**config.mk**
```make
export PLATFORM = sky130hd
export DESIGN_NAME = sup_rst_seq
export DESIGN_NICKNAME = d
export VERILOG_FILES = /design/src/rtl/sup_rst_pkg.sv /design/src/rtl/sup_rst_sync.sv /design/src/rtl/sup_rst_debounce.sv /design/src/rtl/sup_rst_timer.sv /design/src/rtl/sup_rst_seq.sv
export SDC_FILE = /design/constraint.sdc
export NUM_CORES = 1
export LEC_CHECK = 0
export BUFFER_PORTS_ARGS = -buffer_cell sky130_fd_sc_hd__buf_2
export CAP_MARGIN = 20
export CORE_MARGIN = 8
export CORE_UTILIZATION = 53
export DETAILED_ROUTE_END_ITERATION = 10
export PLACE_DENSITY = 0.71
export SYNTH_ARGS = -nofsm -noshare
export SYNTH_HDL_FRONTEND = slang
export SYNTH_HIERARCHICAL = 1
export SYNTH_SLANG_ARGS = --single-unit
```
**constraint.sdc**
```tcl
create_clock -name clk_i -period 1.8 [get_ports clk_i]
set_input_delay 0.18 -clock clk_i [delete_from_list [all_inputs] [get_ports clk_i]]
set_output_delay 0.18 -clock clk_i [all_outputs]
set_load 0.01 [all_outputs]
```
**src/rtl/sup_rst_pkg.sv**
```systemverilog
package sup_rst_pkg;
  localparam int unsigned SEL_W   = 2;
  localparam int unsigned NUM_RAIL = 3;

  function automatic int unsigned max4(int unsigned a, int unsigned b,
                                       int unsigned c, int unsigned d);
    int unsigned m;
    m = a;
    if (b > m) m = b;
    if (c > m) m = c;
    if (d > m) m = d;
    return m;
  endfunction
endpackage

```
**src/rtl/sup_rst_sync.sv**
```systemverilog
module sup_rst_sync #(
  parameter int unsigned WIDTH  = 4,
  parameter int unsigned STAGES = 2
) (
  input  logic             clk_i,
  input  logic             rst_ni,
  input  logic [WIDTH-1:0] d_i,
  output logic [WIDTH-1:0] q_o
);
  logic [WIDTH-1:0] stg_q [STAGES];

  always_ff @(posedge clk_i or negedge rst_ni) begin
    if (!rst_ni) begin
      for (int i = 0; i < STAGES; i++) stg_q[i] <= '0;
    end else begin
      stg_q[0] <= d_i;
      for (int i = 1; i < STAGES; i++) stg_q[i] <= stg_q[i-1];
    end
  end

  assign q_o = stg_q[STAGES-1];
endmodule

```
**src/rtl/sup_rst_debounce.sv**
```systemverilog
module sup_rst_debounce #(
  parameter int unsigned DEPTH = 4
) (
  input  logic clk_i,
  input  logic rst_ni,
  input  logic s_i,
  output logic ok_o
);
  localparam int unsigned CW = (DEPTH > 1) ? $clog2(DEPTH) : 1;

  logic          ok_q;
  logic [CW-1:0] cnt_q;

  // ok_q flips only after DEPTH consecutive samples that disagree with it
  always_ff @(posedge clk_i or negedge rst_ni) begin
    if (!rst_ni) begin
      ok_q  <= 1'b0;
      cnt_q <= '0;
    end else if (s_i == ok_q) begin
      cnt_q <= '0;
    end else if (cnt_q == CW'(DEPTH - 1)) begin
      ok_q  <= s_i;
      cnt_q <= '0;
    end else begin
      cnt_q <= cnt_q + 1'b1;
    end
  end

  assign ok_o = ok_q;
endmodule

```
**src/rtl/sup_rst_timer.sv**
```systemverilog
module sup_rst_timer #(
  parameter int unsigned CNT_W = 16,
  parameter int unsigned TMO0  = 1024,
  parameter int unsigned TMO1  = 4096,
  parameter int unsigned TMO2  = 16384,
  parameter int unsigned TMO3  = 65536
) (
  input  logic                          clk_i,
  input  logic                          rst_ni,
  input  logic                          trig_i,
  input  logic [sup_rst_pkg::SEL_W-1:0] tsel_i,
  output logic                          rst_o,
  output logic [CNT_W-1:0]              lim_o
);
  logic [CNT_W-1:0] lut_lim;
  logic [CNT_W-1:0] lim_q;
  logic [CNT_W-1:0] cnt_q;
  logic             rst_q;

  always_comb begin
    unique case (tsel_i)
      2'd0:    lut_lim = CNT_W'(TMO0 - 1);
      2'd1:    lut_lim = CNT_W'(TMO1 - 1);
      2'd2:    lut_lim = CNT_W'(TMO2 - 1);
      default: lut_lim = CNT_W'(TMO3 - 1);
    endcase
  end

  // select captured while held; frozen once counting starts
  always_ff @(posedge clk_i or negedge rst_ni) begin
    if (!rst_ni) begin
      rst_q <= 1'b1;
      cnt_q <= '0;
      lim_q <= CNT_W'(TMO1 - 1);
    end else if (trig_i) begin
      rst_q <= 1'b1;
      cnt_q <= '0;
      lim_q <= lut_lim;
    end else if (rst_q) begin
      if (cnt_q == lim_q) begin
        rst_q <= 1'b0;
        cnt_q <= '0;
      end else begin
        cnt_q <= cnt_q + 1'b1;
      end
    end
  end

  assign rst_o = rst_q;
  assign lim_o = lim_q;
endmodule

```
**src/rtl/sup_rst_seq.sv**
```systemverilog
module sup_rst_seq #(
  parameter int unsigned SYNC_STAGES = 2,
  parameter int unsigned DEB_DEPTH   = 4,
  parameter int unsigned TMO0        = 1024,
  parameter int unsigned TMO1        = 4096,
  parameter int unsigned TMO2        = 16384,
  parameter int unsigned TMO3        = 65536
) (
  input  logic                            clk_i,
  input  logic                            rst_ni,
  input  logic [sup_rst_pkg::NUM_RAIL-1:0] rail_good_i,
  input  logic                            mr_i,
  input  logic [sup_rst_pkg::SEL_W-1:0]   tsel_i,
  output logic                            main_rst_o,
  output logic [sup_rst_pkg::NUM_RAIL-2:0] aux_good_o
);
  localparam int unsigned TMO_MAX = sup_rst_pkg::max4(TMO0, TMO1, TMO2, TMO3);
  localparam int unsigned CNT_W   = (TMO_MAX > 2) ? $clog2(TMO_MAX) : 1;
  localparam int unsigned SW      = sup_rst_pkg::NUM_RAIL + 1;

  logic [SW-1:0]    sync_q;
  logic             main_ok;
  logic             mr_s;
  logic             trig;
  logic [CNT_W-1:0] lim;

  sup_rst_sync #(.WIDTH(SW), .STAGES(SYNC_STAGES)) u_sync (
    .clk_i (clk_i),
    .rst_ni(rst_ni),
    .d_i   ({mr_i, rail_good_i}),
    .q_o   (sync_q)
  );

  sup_rst_debounce #(.DEPTH(DEB_DEPTH)) u_deb (
    .clk_i (clk_i),
    .rst_ni(rst_ni),
    .s_i   (sync_q[0]),
    .ok_o  (main_ok)
  );

  assign mr_s       = sync_q[SW-1];
  assign trig       = ~main_ok | mr_s;
  assign aux_good_o = sync_q[sup_rst_pkg::NUM_RAIL-1:1];

  sup_rst_timer #(
    .CNT_W(CNT_W), .TMO0(TMO0), .TMO1(TMO1), .TMO2(TMO2), .TMO3(TMO3)
  ) u_tmr (
    .clk_i (clk_i),
    .rst_ni(rst_ni),
    .trig_i(trig),
    .tsel_i(tsel_i),
    .rst_o (main_rst_o),
    .lim_o (lim)
  );
endmodule

```
# Word-level counts from Yosys, hierarchy flattened
# Index checks and enable logic that the tools add are counted.
[word_totals]
register_bits = 44
latchBits = 0
mem_bits_rw = 0
romBits = 0
output_inout_bits = 3
wordCells = 29
mem_count = 0
[classes]
addsub = 2
n_mul = 0
n_div = 0
magnitude_cmp = 0
n_eq_ne = 5
n_shift = 0
mux = 9
bitwise = 3
reduce_logical = 3
[op_table]
columns = ["operator", "count"]
rows = [
  ["16-bit two-way mux", 3],
  ["16-bit one-hot mux with 3 select lines", 1],
  ["16-bit by 1-bit adder with 16-bit output (second input constant)", 1],
  ["16-bit == test", 1],
  ["2-bit == test (second input constant)", 2],
  ["2-bit two-way mux", 2],
  ["1-bit two-way mux", 3],
  ["2-bit by 1-bit adder with 2-bit output (second input constant)", 1],
  ["2-bit by 1-bit == test with 1-bit output (second input constant)", 1],
  ["2-bit logical NOT", 1],
  ["1-bit inverter", 2],
  ["2-bit AND reduction", 1],
  ["2-bit nonzero test", 1],
  ["1-bit == test", 1],
  ["1-bit bitwise OR", 1],
]

# Longest topological paths before layout
[depth]
depth_word = 4
ltp_mapped = 6
mapped_depth_nobuf = 5

# Modules after synthesis
# The synthesis kept the hierarchy.
[by_module_without_submodules]
columns = ["module", "n_inst", "cells_per_inst", "area_per_inst_um2", "seq_area_each_um2"]
rows = [
  ["sup_rst_timer", 1, 125, 1159.9, 503.0],
  ["sup_rst_sync", 1, 12, 230.2, 200.2],
  ["sup_rst_debounce", 1, 8, 123.9, 75.1],
  ["sup_rst_seq", 1, 1, 6.3, 0.0],
]

# Worst setup path before layout
# OpenSTA, ideal clock, no wires.
[synth_timing]
path_kind = "flip-flop to flip-flop"
start = "register u_tmr.cnt_q[14]"
end = "register u_tmr.cnt_q[1]"
arrival_time_ps = 1643
t_required_ps = 1679
path_slack_ps = 36
stages_incl_launch_ff = 5
n_path_buf = 0
cell_sequence = "dfrtp_1 > or3_1 > a222oi_1 > a41oi_1 > a32o_2"
[synth_between]
elab_chain_len = 4
[synth_rtl]
columns = ["item", "line", "source"]
rows = [
  ["start: declaration", "sup_rst_timer.sv:17", "logic [CNT_W-1:0] cnt_q;"],
  ["start signal: assignment", "sup_rst_timer.sv:44", "cnt_q <= cnt_q + 1'b1;"],
  ["16-bit == test", "sup_rst_timer.sv:40", "if (cnt_q == lim_q) begin"],
  ["16-bit two-way mux", "sup_rst_timer.sv:40", ""],
  ["16-bit two-way mux", "sup_rst_timer.sv:39", "end else if (rst_q) begin"],
  ["16-bit two-way mux", "sup_rst_timer.sv:35", "end else if (trig_i) begin"],
]
# Every way passes these cells. The select of a mux whose other input is x is not followed.
# A chain may end at the register's enable or synchronous reset.

# Worst setup path after layout
[layout_timing]
start = "register u_tmr.lim_q[14], in the netlist u_tmr/lim_o[14]"
end = "register u_tmr.cnt_q[1]"
[layout_between]
elab_chain_len = 4
[layout_rtl]
columns = ["item", "line", "source"]
rows = [
  ["start: declaration", "sup_rst_timer.sv:16", "logic [CNT_W-1:0] lim_q;"],
  ["start signal: assignment", "sup_rst_timer.sv:34", "lim_q <= CNT_W'(TMO1 - 1);"],
  ["start signal: assignment", "sup_rst_timer.sv:38", "lim_q <= lut_lim;"],
  ["16-bit == test", "sup_rst_timer.sv:40", ""],
  ["16-bit two-way mux", "sup_rst_timer.sv:40", ""],
  ["16-bit two-way mux", "sup_rst_timer.sv:39", ""],
  ["16-bit two-way mux", "sup_rst_timer.sv:35", ""],
]
# Every way passes these cells. The select of a mux whose other input is x is not followed.

==> metrics.csv <==
metric,value,unit
Setup WS post-layout,-0.00468,ns
Final Hold Viols,0,
global route overflow,0,
crit share post-route,100,%
share of cells above drive strength 1,32.9,%
outcome,finished with violations,
die width,67.7,um
Max Fclk,554,MHz
Layout Nets,170,
P&R area growth vs syn,24.0,%
critical path class,reg2reg,
Setup-failing EPs final,1,
PwrDens,923,nW/um^2
reg-to-reg startpoint,u_tmr/lim_o[14],
cell depth of the worst flop-to-flop path,5,
n_diodes,0,
worst-margin pin slew,0.659,ns
Routed Antenna Nets,0,
Port-buffer cells,10,
violated checks,negative setup slack,
RSZ-0062 raised after global routing,yes,
Initial Utilization,56.8,%
met2 WL,1440,um
# IOs,11,
Cells after DPL,176,
hold path start,tsel_i[0],
global-route wire length before repair,5220,um
post-synthesis instance total,132,
CP max FO,3,
H-tree levels,2,
WHS Path Cells,3,
Placement Setup Slack,-0.0490,ns
DR top layer,met4,
Root Buffer,clkbuf_4,
WL met3,151,um
worst hold path type,in2reg,
Leak,0.756,nW
Die Ht,67.7,um
Via density,5.80,
relative slew slack,56.1,%
GRT Total Usage,15.1,%
first-pass iteration count of the detailed router,5,
Routed wire per std cell,15.2,um
initial antenna violation count,0,
CTS tree,yes,
core footprint,2500,um^2
M1 WL,1270,um
Worst-path clk slew,0.11,ns
Routed WL,2910,um
clk sink count,31,
WHS Endpoint,u_tmr/lim_o[14],
Max VDD drop,0.708,mV
violation count after the first detailed-route iteration,78,
worst r2r dst,u_tmr/cnt_q[1],
skew final,0.0133,ns
Final GP Congestion,0.815,
Die ar.,4590,um^2
crit path DAT,2.03,ns
Syn. warnings,6,
CP Launch Type,flop,
Clock Tree Buf Depth,2,
drc violations,0,
vias in the first global route,1131,
Num CTS Buffers,5,
fin crit period,1.80,ns
R2R Setup Slk,-0.005,ns
Site Rows,18,
clock latency at the later pin of the worst-skew pair,0.33,ns
Worst EP required,2.03,ns
Detail Placement HPWL,1960,um
Vias,1108,
Synthesized Nets,142,
Tot Pwr,1.62,mW
"non-filler cells, final",191,
average size of a mapped cell,10.7,um^2
largest net degree at the start of global routing,32,
cell area after synthesis,1420,um^2
CP Capture Type,flop,
Final Max Slew Viols,0,
max cap viols,0,
[worst max-delay path, cell delays in order (launching register included)]
cell	delay, ns
dfrtp_1	0.39
or3_4	0.39
a222oi_1	0.35
buf_4	0.19
a41oi_2	0.10
a32o_2	0.27
[state kept, by name, indices dropped and copies added, names as in the netlist]
register,flops
u_sync/q_o,4
u_tmr/cnt_q,16
u_tmr/lim_o,3
u_deb/ok_o,1
u_sync/stg_q,4
u_deb/cnt_q,2
u_tmr/rst_o,1
[layer usage]
layer,vias up,GRT usage (%)
met4,0,5.48
li1,529,-
met1,539,18.4
met2,34,24.1
met3,6,5.30
met5,-,0
[timing repair]
| item | in CTS | in global routing |
|---|---|---|
| endpoints found under the hold margin | 33 | 0 |
| hold buffers | 5 | 0 |
| resized for setup | 2 | 10 |
| pin swaps | 4 | 5 |
| setup buffers | 1 | 1 |
| setup endpoints to repair | 2 | 12 |
[power breakdown]
group | internal [mW] | switching [mW]
sequential | 0.759 | 0.0408
clock | 0.292 | 0.251
combinational | 0.143 | 0.139
[through the flow]
stage               hold WS (ns)  utilization, %  area (um^2)  setup TNS [ns]
floorplan                 -0.116               -         1420               0
global placement           0.237            62.3         1560               0
detailed placement         0.249            62.3         1560         -0.0490
CTS                       0.0801            68.3         1710               0
global route               0.101            70.4         1760          -0.257
finish                    0.0945            70.4         1760        -0.00468
[layout by cell type (no fill, tap or decap), drive strengths merged]
cell and instances:
nor4b 1, dfstp 2, xnor2 2, a211oi 1, nand3b 1, buf 26
a32o 1, bufinv 1, o21ai 5, nand2b 2, nand2 5, clkinv 2
and4 2, dfrtp 29, ha 2, a41oi 2, or4 2, nor3 1
nand3 11, xor2 7, and3 3, o31ai 1, and2 2, a21o 1
clkbuf 5, a22oi 1, mux2 2, a222oi 1, nand4 4, a21oi 6
or3 7, nor3b 1, a41o 1, dlygate4sd3 5, nor2 12, inv 1
nor2b 2, a22o 1
[worst max-delay path by stage]
stage               cells after the start  slack [ns]              to       startpoint
finish                                  5      -0.005  u_tmr/cnt_q[1]  u_tmr/lim_o[14]
global route                            5       -0.07  u_tmr/cnt_q[1]  u_tmr/lim_o[14]
CTS                                     5        0.02  u_tmr/cnt_q[1]  u_tmr/lim_o[14]
detailed placement                      5       -0.05  u_tmr/cnt_q[1]  u_tmr/cnt_q[14]
global placement                        5        0.02  u_tmr/cnt_q[1]  u_tmr/cnt_q[14]
floorplan                               4        0.04  u_tmr/cnt_q[1]  u_tmr/cnt_q[14]
[area by class of cell]
type	count	area, um^2
clock buffers	5	37.5
repair buffers	31	220
multi-input cells	90	638
fillers	194	741
inverters	1	3.75
well taps	30	37.5
flip-flops and latches	31	778
clock inverters	3	43.8
Power figures use the tool's default switching activity.
